$ cat config.mk
export PLATFORM = sky130hd
export DESIGN_NAME = resv_monitor
export DESIGN_NICKNAME = d
export VERILOG_FILES = /design/src/rtl/resv_pkg.sv /design/src/rtl/resv_store_eval.sv /design/src/rtl/resv_snoop.sv /design/src/rtl/resv_slot.sv /design/src/rtl/resv_monitor.sv
export SDC_FILE = /design/constraint.sdc
export NUM_CORES = 1
export LEC_CHECK = 0
export BUFFER_PORTS_ARGS = -buffer_cell sky130_fd_sc_hd__buf_2
export CORE_UTILIZATION = 40
export CTS_CLUSTER_SIZE = 12
export DETAILED_ROUTE_END_ITERATION = 7
export REMOVE_ABC_BUFFERS = 1
export SYNTH_ARGS = -nofsm -noshare
export SYNTH_HDL_FRONTEND = slang
export SYNTH_SLANG_ARGS = --single-unit
$ cat constraint.sdc
create_clock -name clk -period 3.4 [get_ports clk]
set_input_delay 0 -clock clk [delete_from_list [all_inputs] [get_ports clk]]
set_output_delay 0 -clock clk [all_outputs]
set_load 0.05 [all_outputs]
$ cat src/rtl/resv_pkg.sv
package resv_pkg;
   typedef enum logic [1:0] {
      RC_FAIL     = 2'd0,
      RC_PASS     = 2'd1,
      RC_UNCACHED = 2'd2
   } resv_code_e;
endpackage

$ cat src/rtl/resv_store_eval.sv
// Per-context request decode: decides the response code and whether the
// store commits, against the reservation as it stands this cycle.
module resv_store_eval
   import resv_pkg::*;
#(
   parameter int ADDR_W    = 32,
   parameter int GRAN_BITS = 4
) (
   input  logic              valid,
   input  logic              write,
   input  logic              locked,
   input  logic              uncache,
   input  logic [ADDR_W-1:0] addr,
   input  logic              cur_flag,
   input  logic [ADDR_W-1:0] cur_addr,
   output logic              is_store,
   output logic              commit,
   output logic              sc_fail,
   output logic              cnt_clr,
   output logic              load_set,
   output resv_code_e        code
);
   logic gran_eq;
   assign gran_eq  = (addr[ADDR_W-1:GRAN_BITS] == cur_addr[ADDR_W-1:GRAN_BITS]);
   assign is_store = valid & write;
   assign load_set = valid & ~write & locked;

   always_comb begin
      commit  = 1'b0;
      sc_fail = 1'b0;
      cnt_clr = 1'b0;
      code    = RC_FAIL;
      if (is_store) begin
         if (!locked) begin
            commit = 1'b1;
            code   = RC_PASS;
         end else if (uncache) begin
            commit  = 1'b1;
            cnt_clr = 1'b1;
            code    = RC_UNCACHED;
         end else if (cur_flag && gran_eq) begin
            commit  = 1'b1;
            cnt_clr = 1'b1;
            code    = RC_PASS;
         end else begin
            sc_fail = 1'b1;
         end
      end
   end
endmodule

$ cat src/rtl/resv_snoop.sv
// Compares the committed-store broadcast against one context's reserved
// granule and against the granule of its incoming locked load.
module resv_snoop #(
   parameter int NUM_CTX = 4,
   parameter int TAG_W   = 28
) (
   input  logic [NUM_CTX-1:0]       commit,
   input  logic [NUM_CTX*TAG_W-1:0] commit_tag,
   input  logic [TAG_W-1:0]         own_tag,
   input  logic [TAG_W-1:0]         load_tag,
   output logic                     hit_own,
   output logic                     hit_load
);
   always_comb begin
      hit_own  = 1'b0;
      hit_load = 1'b0;
      for (int k = 0; k < NUM_CTX; k++) begin
         if (commit[k] && commit_tag[k*TAG_W +: TAG_W] == own_tag)  hit_own  = 1'b1;
         if (commit[k] && commit_tag[k*TAG_W +: TAG_W] == load_tag) hit_load = 1'b1;
      end
   end
endmodule

$ cat src/rtl/resv_slot.sv
// One context's reservation register, failure-run counter and
// registered response.
module resv_slot
   import resv_pkg::*;
#(
   parameter int ADDR_W      = 32,
   parameter int WARN_PERIOD = 100000
) (
   input  logic              clk,
   input  logic              rst,
   input  logic              load_set,
   input  logic              load_blocked,
   input  logic [ADDR_W-1:0] load_addr,
   input  logic              clear_hit,
   input  logic              is_store,
   input  logic              commit,
   input  logic              sc_fail,
   input  logic              cnt_clr,
   input  resv_code_e        code,
   output logic              flag,
   output logic [ADDR_W-1:0] addr,
   output logic              rsp_valid,
   output logic [1:0]        rsp_code,
   output logic              rsp_wr_en,
   output logic              warn
);
   localparam int CNT_W = $clog2(WARN_PERIOD + 1);
   localparam logic [CNT_W-1:0] RUN_LAST = CNT_W'(WARN_PERIOD - 1);

   logic [CNT_W-1:0] fail_run;

   always_ff @(posedge clk) begin
      if (rst) begin
         flag      <= 1'b0;
         addr      <= '0;
         fail_run  <= '0;
         rsp_valid <= 1'b0;
         rsp_code  <= RC_FAIL;
         rsp_wr_en <= 1'b0;
         warn      <= 1'b0;
      end else begin
         rsp_valid <= is_store;
         rsp_code  <= code;
         rsp_wr_en <= commit;
         warn      <= 1'b0;
         if (load_set) begin
            flag <= ~load_blocked;
            addr <= load_addr;
         end else if (sc_fail || clear_hit) begin
            flag <= 1'b0;
         end
         if (cnt_clr) begin
            fail_run <= '0;
         end else if (sc_fail) begin
            if (fail_run == RUN_LAST) begin
               fail_run <= '0;
               warn     <= 1'b1;
            end else begin
               fail_run <= fail_run + 1'b1;
            end
         end
      end
   end
endmodule

$ cat src/rtl/resv_monitor.sv
module resv_monitor
   import resv_pkg::*;
#(
   parameter int NUM_CTX     = 4,
   parameter int ADDR_W      = 32,
   parameter int GRAN_BITS   = 4,
   parameter int WARN_PERIOD = 100000
) (
   input  logic                      clk,
   input  logic                      rst,
   input  logic [NUM_CTX-1:0]        req_valid,
   input  logic [NUM_CTX-1:0]        req_write,
   input  logic [NUM_CTX-1:0]        req_locked,
   input  logic [NUM_CTX-1:0]        req_uncache,
   input  logic [NUM_CTX*ADDR_W-1:0] req_addr,
   output logic [NUM_CTX-1:0]        rsp_valid,
   output logic [2*NUM_CTX-1:0]      rsp_code,
   output logic [NUM_CTX-1:0]        rsp_wr_en,
   output logic [NUM_CTX-1:0]        fail_warn
);
   localparam int TAG_W = ADDR_W - GRAN_BITS;

   if (NUM_CTX < 1)          begin : g_bad_ctx  $error("NUM_CTX must be at least 1");        end
   if (GRAN_BITS < 0)        begin : g_bad_gran $error("GRAN_BITS must not be negative");     end
   if (GRAN_BITS >= ADDR_W)  begin : g_bad_addr $error("ADDR_W must exceed GRAN_BITS");       end
   if (WARN_PERIOD < 1)      begin : g_bad_warn $error("WARN_PERIOD must be at least 1");     end

   logic [NUM_CTX-1:0]        resv_flag;
   logic [NUM_CTX*ADDR_W-1:0] resv_addr;
   logic [NUM_CTX-1:0]        commit;
   logic [NUM_CTX*TAG_W-1:0]  commit_tag;

   for (genvar i = 0; i < NUM_CTX; i++) begin : g_ctx
      logic       is_store, sc_fail, cnt_clr, load_set;
      logic       hit_own, hit_load;
      resv_code_e code;

      assign commit_tag[i*TAG_W +: TAG_W] = req_addr[i*ADDR_W+GRAN_BITS +: TAG_W];

      resv_store_eval #(.ADDR_W(ADDR_W), .GRAN_BITS(GRAN_BITS)) u_eval (
         .valid    (req_valid[i]),
         .write    (req_write[i]),
         .locked   (req_locked[i]),
         .uncache  (req_uncache[i]),
         .addr     (req_addr[i*ADDR_W +: ADDR_W]),
         .cur_flag (resv_flag[i]),
         .cur_addr (resv_addr[i*ADDR_W +: ADDR_W]),
         .is_store (is_store),
         .commit   (commit[i]),
         .sc_fail  (sc_fail),
         .cnt_clr  (cnt_clr),
         .load_set (load_set),
         .code     (code)
      );

      resv_snoop #(.NUM_CTX(NUM_CTX), .TAG_W(TAG_W)) u_snoop (
         .commit     (commit),
         .commit_tag (commit_tag),
         .own_tag    (resv_addr[i*ADDR_W+GRAN_BITS +: TAG_W]),
         .load_tag   (req_addr[i*ADDR_W+GRAN_BITS +: TAG_W]),
         .hit_own    (hit_own),
         .hit_load   (hit_load)
      );

      resv_slot #(.ADDR_W(ADDR_W), .WARN_PERIOD(WARN_PERIOD)) u_slot (
         .clk          (clk),
         .rst          (rst),
         .load_set     (load_set),
         .load_blocked (hit_load),
         .load_addr    (req_addr[i*ADDR_W +: ADDR_W]),
         .clear_hit    (hit_own),
         .is_store     (is_store),
         .commit       (commit[i]),
         .sc_fail      (sc_fail),
         .cnt_clr      (cnt_clr),
         .code         (code),
         .flag         (resv_flag[i]),
         .addr         (resv_addr[i*ADDR_W +: ADDR_W]),
         .rsp_valid    (rsp_valid[i]),
         .rsp_code     (rsp_code[2*i +: 2]),
         .rsp_wr_en    (rsp_wr_en[i]),
         .warn         (fail_warn[i])
      );
   end
endmodule

# ---- After elaboration in Yosys (flattened, before gate mapping)
# Index checks and enable logic that the tools add are counted.
dict set report op_classes {
  muxes 100
  n_addsub 4
  n_reduce_logical 56
  n_eq_ne 32
  n_bitwise 32
}
# operator n
set op_table {}
lappend op_table {{== test 28 bit} 28}
lappend op_table {{2-to-1 mux 1 bit} 92}
lappend op_table {{adder 17 x 1 -> 17 bit (second input constant)} 4}
lappend op_table {{== test 17 bit (second input constant)} 4}
lappend op_table {{2-to-1 mux 17 bit} 4}
lappend op_table {{logical AND 1 bit} 32}
lappend op_table {{OR reduction 3 bit} 8}
lappend op_table {{NOT 1 bit} 20}
lappend op_table {{OR reduction 2 bit} 8}
lappend op_table {{bitwise AND 1 bit} 12}
lappend op_table {{2-to-1 mux 2 bit} 4}
lappend op_table {{nonzero test 2 bit} 4}
lappend op_table {{logical OR 1 bit} 4}
dict set report totals {
  out_inout_bits 20
  ff_bits 220
}

# ---- Depth between registers and ports, before layout
# Gate-level depths: netlist of run 1.
dict set report depth {
  depth_word 14
  ltp_mapped 9
  depth_no_buf 7
}

# ---- By module
# Synthesis of run 1 repeated with hierarchy kept, for this count alone.
dict set report hier_totals {
  cells_unflattened 2352
  area_unflattened_um2 20439.6
}
# mod instances seq_area_each_um2 cells_per_inst area_per_inst_um2
set modules_own_cells {}
lappend modules_own_cells {resv_snoop 4 0.0 323 2591.2}
lappend modules_own_cells {resv_slot 4 1101.1 211 2097.0}
lappend modules_own_cells {resv_store_eval 4 0.0 54 421.7}

# ---- Worst setup path after synthesis of run 1
# Ideal clock, no wire load.
dict set report synth_path {
  path_type {register -> register}
  start {register g_ctx[3].u_slot.addr[16]}
  end {register g_ctx[2].u_slot.flag}
  t_required_ns 3.262
  setup_ns 0.138
  slack_ns 1.348
  stages_incl_launch_ff 9
  period_less_slack_ns 2.052
  t_arrival_ns 1.914
  cell_sequence {dfxtp_1 buf_4 xor2_1 nor4_2 nand4_1 o21a_1 or3_1 a22oi_1 o221ai_1}
}
dict set report synth_via {
  elab_chain_cells 10
  elab_cells_between_ends 14
  cone_classes {1 x eq/ne; 7 x mux; 1 x bitwise; 5 x reduce/logical}
}
# item line
set synth_lines {}
lappend synth_lines {{start, declared} resv_slot.sv:21} ;# output logic [ADDR_W-1:0] addr,
lappend synth_lines {{start signal, assigned} resv_slot.sv:48} ;# addr <= load_addr;
lappend synth_lines {{== test 28 bit *} resv_store_eval.sv:24} ;# assign gran_eq = (addr[ADDR_W-1:GRAN_BITS] == cur_addr[ADDR_W-1:GRAN_BITS]);
lappend synth_lines {{logical AND 1 bit *} resv_store_eval.sv:41} ;# end else if (cur_flag && gran_eq) begin
lappend synth_lines {{2-to-1 mux 1 bit *} resv_store_eval.sv:41}
lappend synth_lines {{2-to-1 mux 1 bit *} resv_store_eval.sv:37} ;# end else if (uncache) begin
lappend synth_lines {{2-to-1 mux 1 bit *} resv_store_eval.sv:34} ;# if (!locked) begin
lappend synth_lines {{2-to-1 mux 1 bit *} resv_store_eval.sv:33} ;# if (is_store) begin
lappend synth_lines {{logical AND 1 bit, on equally long branches} {resv_snoop.sv:18, resv_snoop.sv:19}}
lappend synth_lines {{2-to-1 mux 1 bit, on equally long branches} {resv_snoop.sv:18, resv_snoop.sv:19}}
lappend synth_lines {{logical OR 1 bit or NOT 1 bit (tied branches)} {resv_slot.sv:49, resv_slot.sv:47}}
lappend synth_lines {{nonzero test 2 bit (no source line) or 2-to-1 mux 1 bit (tied branches)} --}
lappend synth_lines {{end signal, assigned} resv_slot.sv:47} ;# flag <= ~load_blocked;
lappend synth_lines {{end, declared} resv_slot.sv:20} ;# output logic flag,
# Mark *: on every way between the ends. The rest lies on a longest branch, timed or not.
# A chain may end at the register's enable or synchronous reset.

# ---- Final worst setup path of run 1
dict set report layout_path {
  start {register g_ctx[0].u_slot.addr[29]}
  end {register g_ctx[0].u_slot.rsp_code[0]}
}
dict set report layout_via {
  elab_chain_cells 5
}
# item line
set layout_lines {}
lappend layout_lines {{start, declared} resv_slot.sv:21}
lappend layout_lines {{start signal, assigned} resv_slot.sv:48}
lappend layout_lines {{== test 28 bit} resv_store_eval.sv:24}
lappend layout_lines {{logical AND 1 bit} resv_store_eval.sv:41}
lappend layout_lines {{2-to-1 mux 1 bit} resv_store_eval.sv:41}
lappend layout_lines {{2-to-1 mux 2 bit} resv_store_eval.sv:37}
lappend layout_lines {{2-to-1 mux 1 bit} resv_store_eval.sv:34}
lappend layout_lines {{end signal, assigned} resv_slot.sv:43} ;# rsp_code <= code;
lappend layout_lines {{end, declared} resv_slot.sv:23} ;# output logic [1:0] rsp_code,
# Every way passes these cells.

==> flow_summary_export.csv, run 1 <==
group,metric,value,unit
global_routing,use_met1,0.4351,
setup_path,path_class,"register to register",
cts,htree_levels,1,
global_routing,first_global_vias,14919,
synth,avgSynthCellArea,7.983,um2
floorplan,rows,74,
power_and_ir_drop,p_per_area,367.4,nW/um2
cts,clock-sinks,204,
timing,skew,0.01838,ns
place,io_buffers,149,
global_routing,overflow,0,
outcome,outcome,"finished, final reports clean",
routing,vias_per_cell,5.732,
setup_path,cp.required,3.90,ns
setup_path,cp-start-kind,"register",
cts,cts_buffer_depth,3,
cts,cts_tree,"built",
flow_run,drv_cap,0,
final_layout,fin_cells,2702,
global_routing,gr-max-usage-layer,"met2",
cts,cts_root_buf,"clkbuf_16",
global_routing,antenna_found_initial,0,
synth,synth_edf_count,0,
cts,path_clk_slew,0.06,ns
timing,timing.final.crit_share,0.9042,
synth,synth-seq-area-share,0.2477,
synth,synth_warnings,0,
timing,final-max-slew-violation-count,0,
routing,drt_iter0_markers,1615,
floorplan,start_util,0.4047,
setup_path,reg2reg_to,"g_ctx[0].u_slot.rsp_code[0]$_SDFF_PP0_",
synth,synth_top_area_frac,0.2477,
global_routing,gr-usage-all-layers,0.3436,
floorplan,fp.coreArea,40740,um2
routing,remaining_drc_errors,0,
setup_path,cp_max_fo,5,
timing,finalSetupViolations,0,
global_routing,use_met2,0.5284,
place,place_area,16640,um2
routing,wire_per_inst,26.84,um
final_layout,drive_above_1_share,0.1355,
timing,final.setup.tns,0,ns
final_layout,diodes,0,
final_layout,areaGrowthSynthToFinish,14.46,%
synth,synthArstFlopShare,0,
place,globalplace.congestion,1.037,
synth,synth_seq_cells,204,
worst_hold_path,hp-start,"req_write[3]",
timing,slew-limit-headroom,0.3926,
synth,syn-cell-area,16490,um2
routing,postRouteAntennaNets,0,
setup_path,crit_arrival,3.57,ns
power_and_ir_drop,ir_drop,0.0003401,V
routing,num_vias,15489,
setup_path,end_kind,"register",
floorplan,die_w,205.0,um
global_routing,met3_usage,0.08400,
timing,worst_pin_slew,0.9028,ns
routing,dr.pass1.iters,6,
timing,rsz0062_at_grt,"false",
place,dp_hpwl,51630,um
final_layout,nNetsFinal,2302,
floorplan,ios,166,
synth,ys_types,57,
timing,final-hold-violation-count,0,
worst_hold_path,hold_class,"input pin to register",
final_layout,stdcell_area,18870,um2
synth,synth_area_leaders,"dfxtp_1, xor2_1, xnor2_1",
setup_path,r2r.worst_path.cells,7,
routing,finalWirelength,72530,um
power_and_ir_drop,p_leak,7.172,nW
worst_hold_path,holdPathEnd,"g_ctx[3].u_slot.rsp_code[1]$_SDFF_PP0_",
floorplan,die_y,205.0,um
cts,numCtsBuffers,27,
synth,syn-instance-count,2065,
global_routing,grt_start_max_net_pins,58,
timing,max_freq,0.3253,GHz
place,place_inst,2518,
synth,synth_top_cell_by_area,"dfxtp_1",
setup_path,rrSetupSlack,0.33,ns
worst_hold_path,hold_depth,4,
setup_path,r2r-start,"g_ctx[0].u_slot.addr[29]$_SDFFE_PP0P_",
synth,ys.flop_type,"dfxtp_1",
floorplan,dieArea,42030,um2
global_routing,grt_pass1_wl,103200,um
timing,post-route-min-period,3.074,ns
cts,clk_latency,0.57,ns
==> power by group <==
part	leakage (nW)	total (W)	internal (W)	switching, W
clock	0.424	0.00283	0.00168	0.00114
combinational	5.09	0.00156	0.000579	0.000977
sequential	1.65	0.00255	0.00245	0.000101
total	7.17	0.00693	0.00471	0.00222
==> registers in the layout, indices dropped and copies added (netlist names) <==
signal	cells
g_ctx.u_slot.rsp_valid	4
g_ctx.u_slot.rsp_wr_en	4
g_ctx.u_slot.rsp_code	8
g_ctx.u_slot.flag	4
g_ctx.u_slot.addr	112
g_ctx.u_slot.warn	4
g_ctx.u_slot.fail_run	68
==> worst max-delay path by stage <==
| stage | endpoint | startpoint | slack [ns] |
|---|---|---|---|
| 2_1_floorplan | g_ctx[3].u_slot.fail_run[11]$_SDFFE_PP0P_ | g_ctx[3].u_slot.addr[19]$_SDFFE_PP0P_ | 1.09 |
| 4_1_cts | g_ctx[0].u_slot.rsp_code[0]$_SDFF_PP0_ | g_ctx[0].u_slot.addr[29]$_SDFFE_PP0P_ | 0.13 |
| 3_5_place_dp | g_ctx[2].u_slot.flag$_SDFFE_PP0P_ | g_ctx[0].u_slot.addr[29]$_SDFFE_PP0P_ | 0.65 |
| 5_1_grt | g_ctx[0].u_slot.rsp_code[0]$_SDFF_PP0_ | g_ctx[0].u_slot.addr[29]$_SDFFE_PP0P_ | 0.21 |
| 3_3_place_gp | g_ctx[0].u_slot.fail_run[7]$_SDFFE_PP0P_ | g_ctx[0].u_slot.addr[29]$_SDFFE_PP0P_ | 0.69 |
| 6_report | g_ctx[0].u_slot.rsp_code[0]$_SDFF_PP0_ | g_ctx[0].u_slot.addr[29]$_SDFFE_PP0P_ | 0.33 |
==> cells in the mapped netlist, types with 3 or more instances <==
| cell | n |
|---|---|
| a21oi_1 | 124 |
| a22oi_1 | 3 |
| a31oi_1 | 3 |
| and2_1 | 8 |
| and3_1 | 10 |
| buf_1 | 6 |
| buf_2 | 107 |
| buf_4 | 65 |
| buf_6 | 30 |
| clkbuf_1 | 72 |
| dfxtp_1 | 204 |
| ha_1 | 4 |
| inv_1 | 8 |
| mux2i_1 | 4 |
| nand2_1 | 275 |
| nand3_1 | 33 |
| nand4_1 | 92 |
| nand4_2 | 5 |
| nor2_1 | 87 |
| nor2_4 | 10 |
| nor2b_1 | 3 |
| nor3_1 | 34 |
| nor3b_1 | 6 |
| nor4_1 | 108 |
| nor4_2 | 14 |
| nor4b_1 | 7 |
| o211ai_2 | 5 |
| o21ai_0 | 14 |
| o21ai_1 | 6 |
| o31a_1 | 3 |
| or2_2 | 4 |
| or3_1 | 9 |
| xnor2_1 | 275 |
| xor2_1 | 397 |
==> critical path, cell delays in order (launching register included) <==
cell	delay (ns)
dfxtp_1	0.50
xor2_1	0.17
nor4_2	0.52
nand4_1	0.30
o31a_1	0.31
dlygate4sd3_1	0.55
nor3_1	0.12
dlygate4sd3_1	0.56
==> layout by cell type (no fill, tap or decap), types with 5 or more instances in the layout <==
cell type        n
a21oi_1        124
and2_1           8
and3_1          10
buf_2          148
buf_4           55
clkbuf_1         6
clkbuf_16       27
clkinv_2         7
dfxtp_1        204
dlygate4sd3_1  137
inv_1            8
nand2_1        275
nand3_1         33
nand4_1         92
nand4_2          5
nor2_1          83
nor2_2           5
nor2_4          10
nor3_1          34
nor3b_1          6
nor4_1         107
nor4_2          15
nor4b_1          7
o211ai_2         5
o21ai_0         14
o21ai_1          6
or3_1            9
xnor2_1        275
xor2_1         397
==> layer usage <==
metal | share of wire | wire length, um
met1 | 0.40 | 29030
met2 | 0.43 | 31030
met3 | 0.10 | 7496
met4 | 0.069 | 4977
met5 | 0 | 0
==> cell type report <==
type,instances,area [um2]
fill,4027,21870
multi-input combinational,1571,10710
sequential,204,4084
timing repair buffer,340,2525
clock buffer,37,753.2
tap,532,665.6
clock inverter,10,102.6
inverter,8,30.03
==> metrics by stage <==
step | utilization | setup WS (ns) | total power [W] | hold slack, ns
6_report | 0.4632 | 0.3256 | 0.006932 | 0.03064
2_1_floorplan | - | 1.087 | 0.003230 | 0.06907
4_1_cts | 0.4630 | 0.1298 | 0.006918 | 0.01775
5_1_grt | 0.4632 | 0.2078 | 0.007123 | 0.02351
3_5_place_dp | 0.4084 | 0.6537 | 0.003974 | 0.3078
3_3_place_gp | 0.4084 | 0.6949 | 0.003967 | 0.2980
==> kinds of logic after synthesis <==
group,after synthesis,share of synthesized area
AOI/OAI and AO/OA,177,0.06239
buffers and inverters,290,0.1037
DFF,204,0.2477
and+or+nand+nor,714,0.2237
xor gates and xnor gates,672,0.3570
muxes,4,0.002429
adders and majority gates,4,0.003036
==> timing repair <==
action                                 CTS  global route
setup endpoints to repair                0             1
hold buffers                           137             0
setup buffers                            0             0
gates resized for setup                  0             1
endpoints found under the hold margin  134             0
Power figures use the tool's default switching activity.
==> run 2: changes to the inputs <==
--- a/config.mk
+++ b/config.mk
@@ -7,6 +7,7 @@
 export LEC_CHECK = 0
 export BUFFER_PORTS_ARGS = -buffer_cell sky130_fd_sc_hd__buf_2
 export CORE_UTILIZATION = 40
+export CTS_BUF_LIST = sky130_fd_sc_hd__clkbuf_8
 export CTS_CLUSTER_SIZE = 12
 export DETAILED_ROUTE_END_ITERATION = 7
 export REMOVE_ABC_BUFFERS = 1
==> flow_summary_export.csv, run 2 (same netlist as run 1, synthesis figures left out) <==
group,metric,value,unit
timing,worst_pin_slew,0.9845,ns
routing,drt_iter0_markers,1633,
cts,cts_setup_buffers,0,
routing,dr.pass1.iters,5,
routing,remaining_drc_errors,0,
place,globalplace.congestion,1.037,
final_layout,layout_commonest_cell,"xor2_1",
global_routing,grt_start_max_net_pins,58,
floorplan,fp.coreArea,40740,um2
timing,max_freq,0.3190,GHz
final_layout,fillers,3992,
setup_path,cp.required,3.95,ns
setup_path,cp-start-kind,"register",
final_layout,final_cell_mix,"xor2_1, nand2_1, xnor2_1",
place,dp_hpwl,51630,um
cts,clock-sinks,204,
floorplan,die_y,205.0,um
global_routing,gr-usage-all-layers,0.3534,
setup_path,cp_max_fo,5,
cts,cts_root_buf,"clkbuf_8",
timing,final-max-slew-violation-count,0,
global_routing,first_global_vias,15555,
routing,postRouteAntennaNets,0,
cts,clk_latency,0.64,ns
timing,finalSetupViolations,0,
global_routing,grt_pass1_wl,105500,um
cts,numCtsBuffers,41,
floorplan,rows,74,
floorplan,dieArea,42030,um2
routing,wl_met3,7896,um
final_layout,nNetsFinal,2380,
timing,skew,0.04262,ns
cts,cts_buffer_depth,3,
floorplan,die_w,205.0,um
routing,wire_per_inst,26.55,um
routing,wl_met1,29310,um
setup_path,crit_arrival,3.68,ns
setup_path,end_kind,"register",
timing,slew-limit-headroom,0.3376,
final_layout,regMostFlops,"g_ctx.u_slot.addr",
cts,cts_tree,"built",
flow_run,drv_cap,0,
timing,final-hold-violation-count,0,
global_routing,overflow,0,
routing,vias_per_cell,5.748,
routing,num_vias,16061,
routing,met2WireLength,31450,um
timing,final.setup.tns,0,ns
final_layout,drive_above_1_share,0.1372,
place,io_buffers,149,
timing,rsz0062_at_grt,"false",
final_layout,largest_reg_flops,112,
routing,top_layer_used,"met4",
global_routing,antenna_found_initial,1,
final_layout,top_regs,"g_ctx.u_slot.addr: 112 flops, g_ctx.u_slot.fail_run: 68 flops, g_ctx.u_slot.rsp_code: 8 flops",
timing,post-route-min-period,3.135,ns
timing,hold_slack,0.3065,ns
routing,finalWirelength,74180,um
floorplan,start_util,0.4047,
power_and_ir_drop,ir_drop,0.0004007,V
outcome,outcome,"finished, final reports clean",
timing,timing.final.crit_share,0.9219,
floorplan,ios,166,
power_and_ir_drop,p_leak,7.373,nW
power_and_ir_drop,p_per_area,350.8,nW/um2
setup_path,path_class,"register to register",
cts,htree_levels,2,
worst_hold_path,hold_class,"input pin to register",
cts,path_clk_slew,0.05,ns
final_layout,areaGrowthSynthToFinish,18.35,%
==> run 2: cell count changes in the layout (fill, tap and decap cells not counted), sizes merged <==
cell	previous run	this run
clkinv	7	2
clkinvlp	1	0
dlygate4sd3	137	201
clkbuf	37	51
inv	8	26
diode	0	2
==> run 2: worst paths after layout <==
kind	start	cells past startpoint	slack, ns	endpoint
worst min-delay path	req_uncache[0]	4	0.31	g_ctx[0].u_slot.rsp_code[1]$_SDFF_PP0_
worst max-delay path	g_ctx[0].u_slot.addr[29]$_SDFFE_PP0P_	7	0.27	g_ctx[0].u_slot.rsp_code[0]$_SDFF_PP0_
worst min register to register	g_ctx[1].u_slot.fail_run[15]$_SDFFE_PP0P_	2	0.50	g_ctx[1].u_slot.fail_run[15]$_SDFFE_PP0P_
worst max register to register	g_ctx[0].u_slot.addr[29]$_SDFFE_PP0P_	7	0.27	g_ctx[0].u_slot.rsp_code[0]$_SDFF_PP0_
==> run 2: metal layers <==
| metal | GRT usage | vias up |
|---|---|---|
| met5 | 0 | - |
| met4 | 0.2291 | 0 |
| met3 | 0.09720 | 347 |
| met2 | 0.5356 | 973 |
| met1 | 0.4382 | 7669 |
| li1 | - | 7072 |
==> run 2: area by class of cell <==
type,instances,area [um2],share of cell area
Clock buffer,51,701.9,0.03598
Tap cell,532,665.6,0.03412
Antenna cell,2,5.005,0.0002565
Clock inverter,22,150.1,0.007695
Timing Repair Buffer,404,3166,0.1622
Sequential cell,204,4084,0.2093
Multi-Input combinational cell,1571,10710,0.5489
Inverter,8,30.03,0.001539
==> run 2: worst max-delay path, cell delays in order (launching register included) <==
cell	delay (ns)
dfxtp_1	0.49
xor2_1	0.18
nor4_2	0.53
nand4_1	0.30
o31a_1	0.31
dlygate4sd3_1	0.55
nor3_1	0.14
dlygate4sd3_1	0.57
==> run 2: what timing repair did <==
item                                   in CTS  in global routing
hold buffers                              201                  0
setup endpoints to repair                   0                  1
gates resized for setup                     0                  1
endpoints found under the hold margin     146                  0
==> run 2: through the flow <==
step	setup WS [ns]	instance area, um2	std cells	power, W	util
after global routing	0.2145	19510	2793	0.007067	0.4789
after CTS	0.1235	19500	2792	0.006840	0.4787
after detailed placement	0.6537	16640	2518	0.003974	0.4084
after floorplan	1.087	14810	1783	0.003230	-
final	0.2654	19510	2794	0.006845	0.4789
after global placement	0.6949	16640	2518	0.003967	0.4084
==> run 2: where the power goes <==
| part | total (W) | internal (W) | switching [W] |
|---|---|---|---|
| Combinational | 0.00159 | 0.000603 | 0.000989 |
| Sequential | 0.00255 | 0.00245 | 0.000102 |
| Clock | 0.00270 | 0.00150 | 0.00120 |
| Total | 0.00684 | 0.00456 | 0.00229 |
